**src/rtl/evc_pkg.sv**
```systemverilog
package evc_pkg;

    typedef enum logic [1:0] {
        KIND_SHARED = 2'd0,
        KIND_OWNED  = 2'd1,
        KIND_L2ONLY = 2'd2
    } evict_kind_e;

    typedef enum logic [1:0] {
        ST_IDLE    = 2'd0,
        ST_COLLECT = 2'd1,
        ST_MEMWAIT = 2'd2
    } evc_state_e;

    typedef struct packed {
        logic send_data;
        logic send_ack;
    } mem_sel_t;

    function automatic mem_sel_t pick_mem_msg(input logic dirty);
        mem_sel_t s;
        s.send_data = dirty;
        s.send_ack  = !dirty;
        return s;
    endfunction

endpackage

```
**src/rtl/evc_sharer_count.sv**
```systemverilog
module evc_sharer_count #(
    parameter int N  = 4,
    parameter int CW = 4
) (
    input  logic [N-1:0]  mask,
    output logic [CW-1:0] cnt
);
    always_comb begin
        cnt = '0;
        for (int i = 0; i < N; i++) begin
            cnt = cnt + CW'(mask[i]);
        end
    end
endmodule

```
**src/rtl/evc_pending.sv**
```systemverilog
module evc_pending #(
    parameter int CW = 4
) (
    input  logic                 clk,
    input  logic                 rst,
    input  logic                 load,
    input  logic [CW-1:0]        load_val,
    input  logic                 dec,
    input  logic signed [CW-1:0] dec_val,
    output logic                 reaches_zero
);
    logic signed [CW-1:0] pend_q;
    logic signed [CW-1:0] pend_next;

    assign pend_next    = pend_q - dec_val;
    assign reaches_zero = (pend_next == '0);

    always_ff @(posedge clk) begin
        if (rst) begin
            pend_q <= '0;
        end else if (load) begin
            pend_q <= $signed(load_val);
        end else if (dec) begin
            pend_q <= pend_next;
        end
    end
endmodule

```
**src/rtl/evict_ack_collector.sv**
```systemverilog
module evict_ack_collector #(
    parameter int DATA_W = 32,
    parameter int ADDR_W = 8,
    parameter int NUM_L1 = 4,
    parameter int ACK_W  = $clog2(NUM_L1 + 1) + 2
) (
    input  logic                    clk,
    input  logic                    rst,
    input  logic                    evict_start,
    input  logic [1:0]              evict_kind,
    input  logic                    evict_dirty,
    input  logic [DATA_W-1:0]       evict_data,
    input  logic [ADDR_W-1:0]       evict_addr,
    input  logic [NUM_L1-1:0]       evict_sharers,
    input  logic                    l1_ack_valid,
    input  logic signed [ACK_W-1:0] l1_ack_count,
    input  logic                    l1_wb_valid,
    input  logic                    l1_wb_dirty,
    input  logic [DATA_W-1:0]       l1_wb_data,
    input  logic                    mem_ack_valid,
    input  logic                    l1_req_valid,
    input  logic [ADDR_W-1:0]       l1_req_addr,
    input  logic                    ext_inv_valid,
    output logic                    busy,
    output logic                    inv_valid,
    output logic [NUM_L1-1:0]       inv_mask,
    output logic                    mem_data_valid,
    output logic [DATA_W-1:0]       mem_data,
    output logic                    mem_ack_send,
    output logic                    done,
    output logic                    l1_req_retry,
    output logic                    inv_drop
);
    import evc_pkg::*;

    evc_state_e        state_q;
    evict_kind_e       kind_q;
    logic              dirty_q;
    logic [DATA_W-1:0] data_q;
    logic [ADDR_W-1:0] addr_q;

    logic [ACK_W-1:0]  shr_cnt;
    logic              zero_hit;
    logic              start_ok;
    logic              skip_inv;
    logic              wb_take;
    logic              ack_take;
    mem_sel_t          buf_sel;
    mem_sel_t          start_sel;

    evc_sharer_count #(.N(NUM_L1), .CW(ACK_W)) u_count (
        .mask (evict_sharers),
        .cnt  (shr_cnt)
    );

    assign start_ok = evict_start && (state_q == ST_IDLE);
    assign skip_inv = (evict_kind == KIND_L2ONLY) || (shr_cnt == '0);
    assign wb_take  = (state_q == ST_COLLECT) && l1_wb_valid && (kind_q == KIND_OWNED);
    assign ack_take = (state_q == ST_COLLECT) && l1_ack_valid && !wb_take;
    assign buf_sel  = pick_mem_msg(dirty_q);
    assign start_sel = pick_mem_msg(evict_dirty);

    evc_pending #(.CW(ACK_W)) u_pend (
        .clk          (clk),
        .rst          (rst),
        .load         (start_ok),
        .load_val     (shr_cnt),
        .dec          (ack_take),
        .dec_val      (l1_ack_count),
        .reaches_zero (zero_hit)
    );

    assign busy         = (state_q != ST_IDLE);
    assign l1_req_retry = l1_req_valid && busy && (l1_req_addr == addr_q);
    assign inv_drop     = ext_inv_valid && busy;

    always_ff @(posedge clk) begin
        if (rst) begin
            state_q        <= ST_IDLE;
            kind_q         <= KIND_SHARED;
            dirty_q        <= 1'b0;
            data_q         <= '0;
            addr_q         <= '0;
            inv_valid      <= 1'b0;
            inv_mask       <= '0;
            mem_data_valid <= 1'b0;
            mem_data       <= '0;
            mem_ack_send   <= 1'b0;
            done           <= 1'b0;
        end else begin
            inv_valid      <= 1'b0;
            mem_data_valid <= 1'b0;
            mem_ack_send   <= 1'b0;
            done           <= 1'b0;
            case (state_q)
                ST_IDLE: begin
                    if (start_ok) begin
                        kind_q  <= evict_kind_e'(evict_kind);
                        dirty_q <= evict_dirty;
                        data_q  <= evict_data;
                        addr_q  <= evict_addr;
                        if (skip_inv) begin
                            mem_data_valid <= start_sel.send_data;
                            mem_ack_send   <= start_sel.send_ack;
                            mem_data       <= evict_data;
                            state_q        <= ST_MEMWAIT;
                        end else begin
                            inv_valid <= 1'b1;
                            inv_mask  <= evict_sharers;
                            state_q   <= ST_COLLECT;
                        end
                    end
                end
                ST_COLLECT: begin
                    if (wb_take) begin
                        if (l1_wb_dirty) begin
                            data_q         <= l1_wb_data;
                            dirty_q        <= 1'b1;
                            mem_data_valid <= 1'b1;
                            mem_data       <= l1_wb_data;
                        end else begin
                            mem_data_valid <= buf_sel.send_data;
                            mem_ack_send   <= buf_sel.send_ack;
                            mem_data       <= data_q;
                        end
                        state_q <= ST_MEMWAIT;
                    end else if (ack_take && zero_hit) begin
                        mem_data_valid <= buf_sel.send_data;
                        mem_ack_send   <= buf_sel.send_ack;
                        mem_data       <= data_q;
                        state_q        <= ST_MEMWAIT;
                    end
                end
                ST_MEMWAIT: begin
                    if (mem_ack_valid) begin
                        done    <= 1'b1;
                        state_q <= ST_IDLE;
                    end
                end
                default: state_q <= ST_IDLE;
            endcase
        end
    end
endmodule

```
**config.mk**
```make
export PLATFORM = sky130hd
export DESIGN_NAME = evict_ack_collector
export DESIGN_NICKNAME = d
export VERILOG_FILES = /design/src/rtl/evc_pkg.sv /design/src/rtl/evc_sharer_count.sv /design/src/rtl/evc_pending.sv /design/src/rtl/evict_ack_collector.sv
export SDC_FILE = /design/constraint.sdc
export NUM_CORES = 1
export LEC_CHECK = 0
export BUFFER_PORTS_ARGS = -buffer_cell sky130_fd_sc_hd__buf_2
export CAP_MARGIN = 20
export CORE_MARGIN = 5
export CORE_UTILIZATION = 48
export CTS_BUF_LIST = sky130_fd_sc_hd__clkbuf_2
export DETAILED_ROUTE_END_ITERATION = 6
export PLACE_DENSITY = 0.77
export SYNTH_ARGS = -nofsm -noshare
export SYNTH_HDL_FRONTEND = slang
export SYNTH_SLANG_ARGS = --single-unit
```
**constraint.sdc**
```tcl
create_clock -name clk -period 2.4 [get_ports clk]
set_clock_uncertainty 0.1 [all_clocks]
set_input_delay 0.12 -clock clk [delete_from_list [all_inputs] [get_ports clk]]
set_output_delay 0.12 -clock clk [all_outputs]
set_load 0.005 [all_outputs]
```
==> impl.org <==
** Status
- The flow ran to the end, but the final reports show violations.
- Violations in the final reports :: setup timing

** Hold path
- Hold Path Depth :: 6
- Hold-critical path endpoint :: u_pend.pend_q[1]
- Worst min path class :: in -> reg
- Origin of the worst min-delay path :: l1_ack_count[1]

** Power
- Sequential cells burn 40.8% of the power.
- Of the total power, combinational logic draws 42.2%.
- Total power per unit cell area :: 615 nW/um^2
- Switch share :: 35.2%
- Overall power :: 4.54 mW
- In this run, the clock network consumes 16.9% of the power.
- The internal power of the cells totals 2.94 mW.
- IR analysis of the VDD net gives a maximum drop of 0.000374 V.
- Leak :: 3.23 nW
- Switching component of the power :: 1.59 mW

** Synth
- In this run the biggest area consumer among cell types represents 38.0% of the synthesized area.
- Gate Count Post-Synth :: 575
- The synthesized netlist occupies a cell area of 4750 um^2.
- Post-synthesis sequential element count :: 90
- The synthesized netlist devotes 21.1% of its cell area to compound gates.
- Simple-Gate Fraction of Synth Area :: 23.1%
- Counting flops with an async set or reset pin after synthesis yields a share of 0%.
- A synthesized cell averages 8.26 um^2.
- The number of nets handed over by synthesis was 684.
- Dominant cell type by area after synthesis :: dfxtp_1
- Measured against the total synthesized area, the mux share comes to 7.59%.
- Synthesis instantiated 50 different standard cells from the library.
- For this run, the number of Yosys warnings is 0.
- Post-synthesis sequential area ratio :: 38.0%
- After synthesis, the most frequently instantiated cells are nand2_1, dfxtp_1, nor2_1.
- In the post-synthesis netlist, the cell with the most instances is nand2_1.
- Fraction of synthesized cell area in xor and xnor cells :: 2.56%
- Biggest area contributors in the synthesized netlist :: dfxtp_1, mux2i_1, nand2_1
- Adder-cell share of the synthesized area :: 2.42%
- In this run, synthesis inferred 0 flip-flops with an integrated enable.
- Among all flip-flop cells after synthesis, the most frequent one is dfxtp_1.
- Combinational family with the most area after synthesis :: simple AND/OR/NAND/NOR gates

** Critical path
- RR Startpoint :: u_pend.pend_q[0]
- STA puts the critical path data required time at 2.79 ns.
- The number of buffers and inverters on the critical path is 3.
- Critical path peak fanout :: 5
- The most numerous cell type found on the critical path is buf_12.
- The worst register-to-register path has a depth of 10.
- Max stage delay cell, worst path :: fa_2
- Series of cell instances along the critical path :: inv_2 > ha_4 > fa_2 > xor2_4 > nand3_4 > nor4b_4 > a31oi_4 > buf_12 > buf_12 > mux2i_2
- Worst setup path class :: reg -> reg
- Internal reg-to-reg setup slack :: -0.08 ns
- Delay-heaviest family, CP :: adder cells
- Kind of start point of the critical path :: flip-flop
- The worst setup path is captured at a flip-flop.
- STA puts the critical path data arrival time at 2.87 ns.
- RR Endpoint :: mem_data[20]
- Logic depth of the worst setup path including buffers :: 10
- The largest single stage delay on the critical path is 0.44 ns.

** CTS
- Clock buffers created by TritonCTS :: 9
- The clock passes through at most 2 buffers.
- TritonCTS built the clock tree.
- Maximum level of the CTS H-tree :: 3
- Clock latency on the worst-skew pair, taken at its later pin, is 0.56 ns.
- Clock tree synthesis found a total of 90 sinks.
- Clock transition at the registers of the reported paths :: 0.24 ns
- Clk root buf :: clkbuf_2

** Place
- Estimated wirelength of the detail-placed design :: 9.14 mm
- GPL Wtd Cong :: 0.869
- Before CTS, the worst setup slack after placement is -0.314 ns.
- Input and output buffers added on the ports amount to 143.
- Summing all placed instances gives a cell area of 5670 um^2.

** Timing
- Worst Max-Slew Pin Slew :: 0.654 ns
- Final Setup Violations :: 28
- Final number of max-transition violations :: 0
- After layout, the worst setup slack is -0.0779 ns.
- Period Utilization, post-route :: 103%
- Max Clock Freq :: 404 MHz
- Number of hold violations in the final report :: 0
- Min Clock Period, post-route :: 2.48 ns
- Setup repair after global routing could not meet its margin everywhere.
- Headroom to the max-slew limit came out at 56.4%.
- Tightest hold margin :: 0.136 ns

** Route
- The first detailed-routing pass took 5 iterations.
- Dividing the detail-routed wire length by the instance count gives 17.5 um.
- Total wirelength of the detailed-routed design :: 17.2 mm
- Remaining routing DRC violations :: 0
- After detailed routing, the number of vias per cell comes to 5.65.
- Via count of the routed design :: 5561
- The count of nets left with antenna violations once routing finished came out at 0.
- Number of violations reported at the end of detailed-routing iteration 0 :: 320

** Finish
- Fraction of layout cells with a size suffix above 1 :: 25.7%
- Diodes inserted :: 0
- After routing the design area is 7370 um^2.
- Nets :: 955
- Relative to the synthesized area, the layout overhead comes to 55.2%.

** GRT
- The initial antenna violation count was 0.
- Residual overflow from global routing :: 0
- Global routing used 28.9% of the available tracks.
- Entering global routing, the biggest net connects 62 pins.
- Number of global-route vias before repair :: 5836
- First-pass GRT wire length :: 27.3 mm

** Floorplan
- The floorplan step set the die width to 109 um.
- Die Y-Extent :: 109 um
- Number of placement rows :: 36
- The floorplan step defined a die boundary enclosing 12000 um^2.
- Once the floorplan was initialized, standard cells occupied 48.8% of the core.
- During I/O placement, the number of pins put on the boundary was 144.
- Area inside the core boundary :: 9730 um^2

** Run
- Max-cap viol count :: 0
==> sequential cells by signal (all words and copies together), names as in the netlist <==
name            flops
inv_mask            4
mem_ack_send        1
dirty_q             1
data_q             32
addr_q              8
u_pend.pend_q       5
state_q             2
mem_data_valid      1
done                1
mem_data           32
inv_valid           1
kind_q              2
==> power groups by stage <==
stage | clock network (mW) | logic, mW | registers (mW)
after floorplan | 0 | 0.939 | 1.85
after global placement | 0 | 1.35 | 1.86
after detailed placement | 0 | 1.39 | 1.87
after CTS | 0.765 | 1.84 | 1.84
after global routing | 0.838 | 2.07 | 1.87
final | 0.767 | 1.92 | 1.85
==> cell families (layout without fill, tap and decap cells) <==
group,Yosys count,after routing
AO/OA/AOI/OAI,130,130
flip-flops,90,90
multiplexers,36,36
adder cells (fa/ha/maj),8,8
AND/OR/NAND/NOR,242,242
buffers and inverters,56,332
XOR/XNOR,13,13
==> placed cells by master (no fill, tap or decap), drive strengths merged, types with 7 or more instances in the layout <==
| master | instances |
|---|---|
| clkbuf | 12 |
| dfxtp | 90 |
| mux2i | 36 |
| buf | 175 |
| nor2 | 82 |
| nand2b | 35 |
| a211oi | 35 |
| dlygate4sd3 | 133 |
| xnor2 | 7 |
| nand2 | 91 |
| inv | 8 |
| a21oi | 17 |
| a311o | 32 |
| o22ai | 32 |
==> metrics by stage <==
stage | cells | util (%) | setup TNS (ns)
6_report | 984 | 75.7 | -0.659
5_1_grt | 984 | 75.7 | -4.18
3_5_place_dp | 825 | 58.2 | -8.55
4_1_cts | 985 | 75.5 | -0.0798
3_3_place_gp | 825 | 58.2 | -5.95
2_1_floorplan | 575 | - | 0
==> worst max-delay path by stage <==
stage / start / to / slack (ns)
3_3_place_gp: evict_sharers[0] / mem_data[23] / -0.20
3_5_place_dp: evict_sharers[0] / mem_data[1] / -0.31
2_1_floorplan: evict_sharers[0] / mem_data[0] / 0.01
6_report: u_pend.pend_q[0] / mem_data[20] / -0.08
4_1_cts: u_pend.pend_q[0] / mem_data[23] / -0.01
5_1_grt: u_pend.pend_q[0] / mem_data[20] / -0.17
==> timing repair <==
action                                  4_1_cts  5_1_grt
endpoints found under the setup margin       33       49
resized for setup                            13       17
hold buffers                                133        0
cloned                                        3        0
setup buffers                                 8        2
hold endpoints to repair                     88        0
pin swaps                                     6       11
==> tightest hold or removal path: stages <==
cell and delay [ns]:
buf_2 0.10, fa_2 0.24, buf_4 0.12, nand2_1 0.04
o211ai_1 0.09, a21oi_1 0.08
==> layer usage <==
layer  wire, um  vias up  global-route usage, %
li1           -     2584                      -
met1       6650     2649                   31.8
met2       8820      267                   52.9
met3       1100       61                   5.99
met4        644        0                   13.0
met5          0        -                      0
==> area by class of cell <==
cell class              count  area (um^2)
multi-input cells         429         2880
flip-flops and latches     90         1800
inverters                   8         30.0
repair buffers            308         2390
clock inverters             4         42.5
fillers                   663         2360
well taps                 133          166
clock buffers              12         60.1
(Power assumes the default switching activity.)
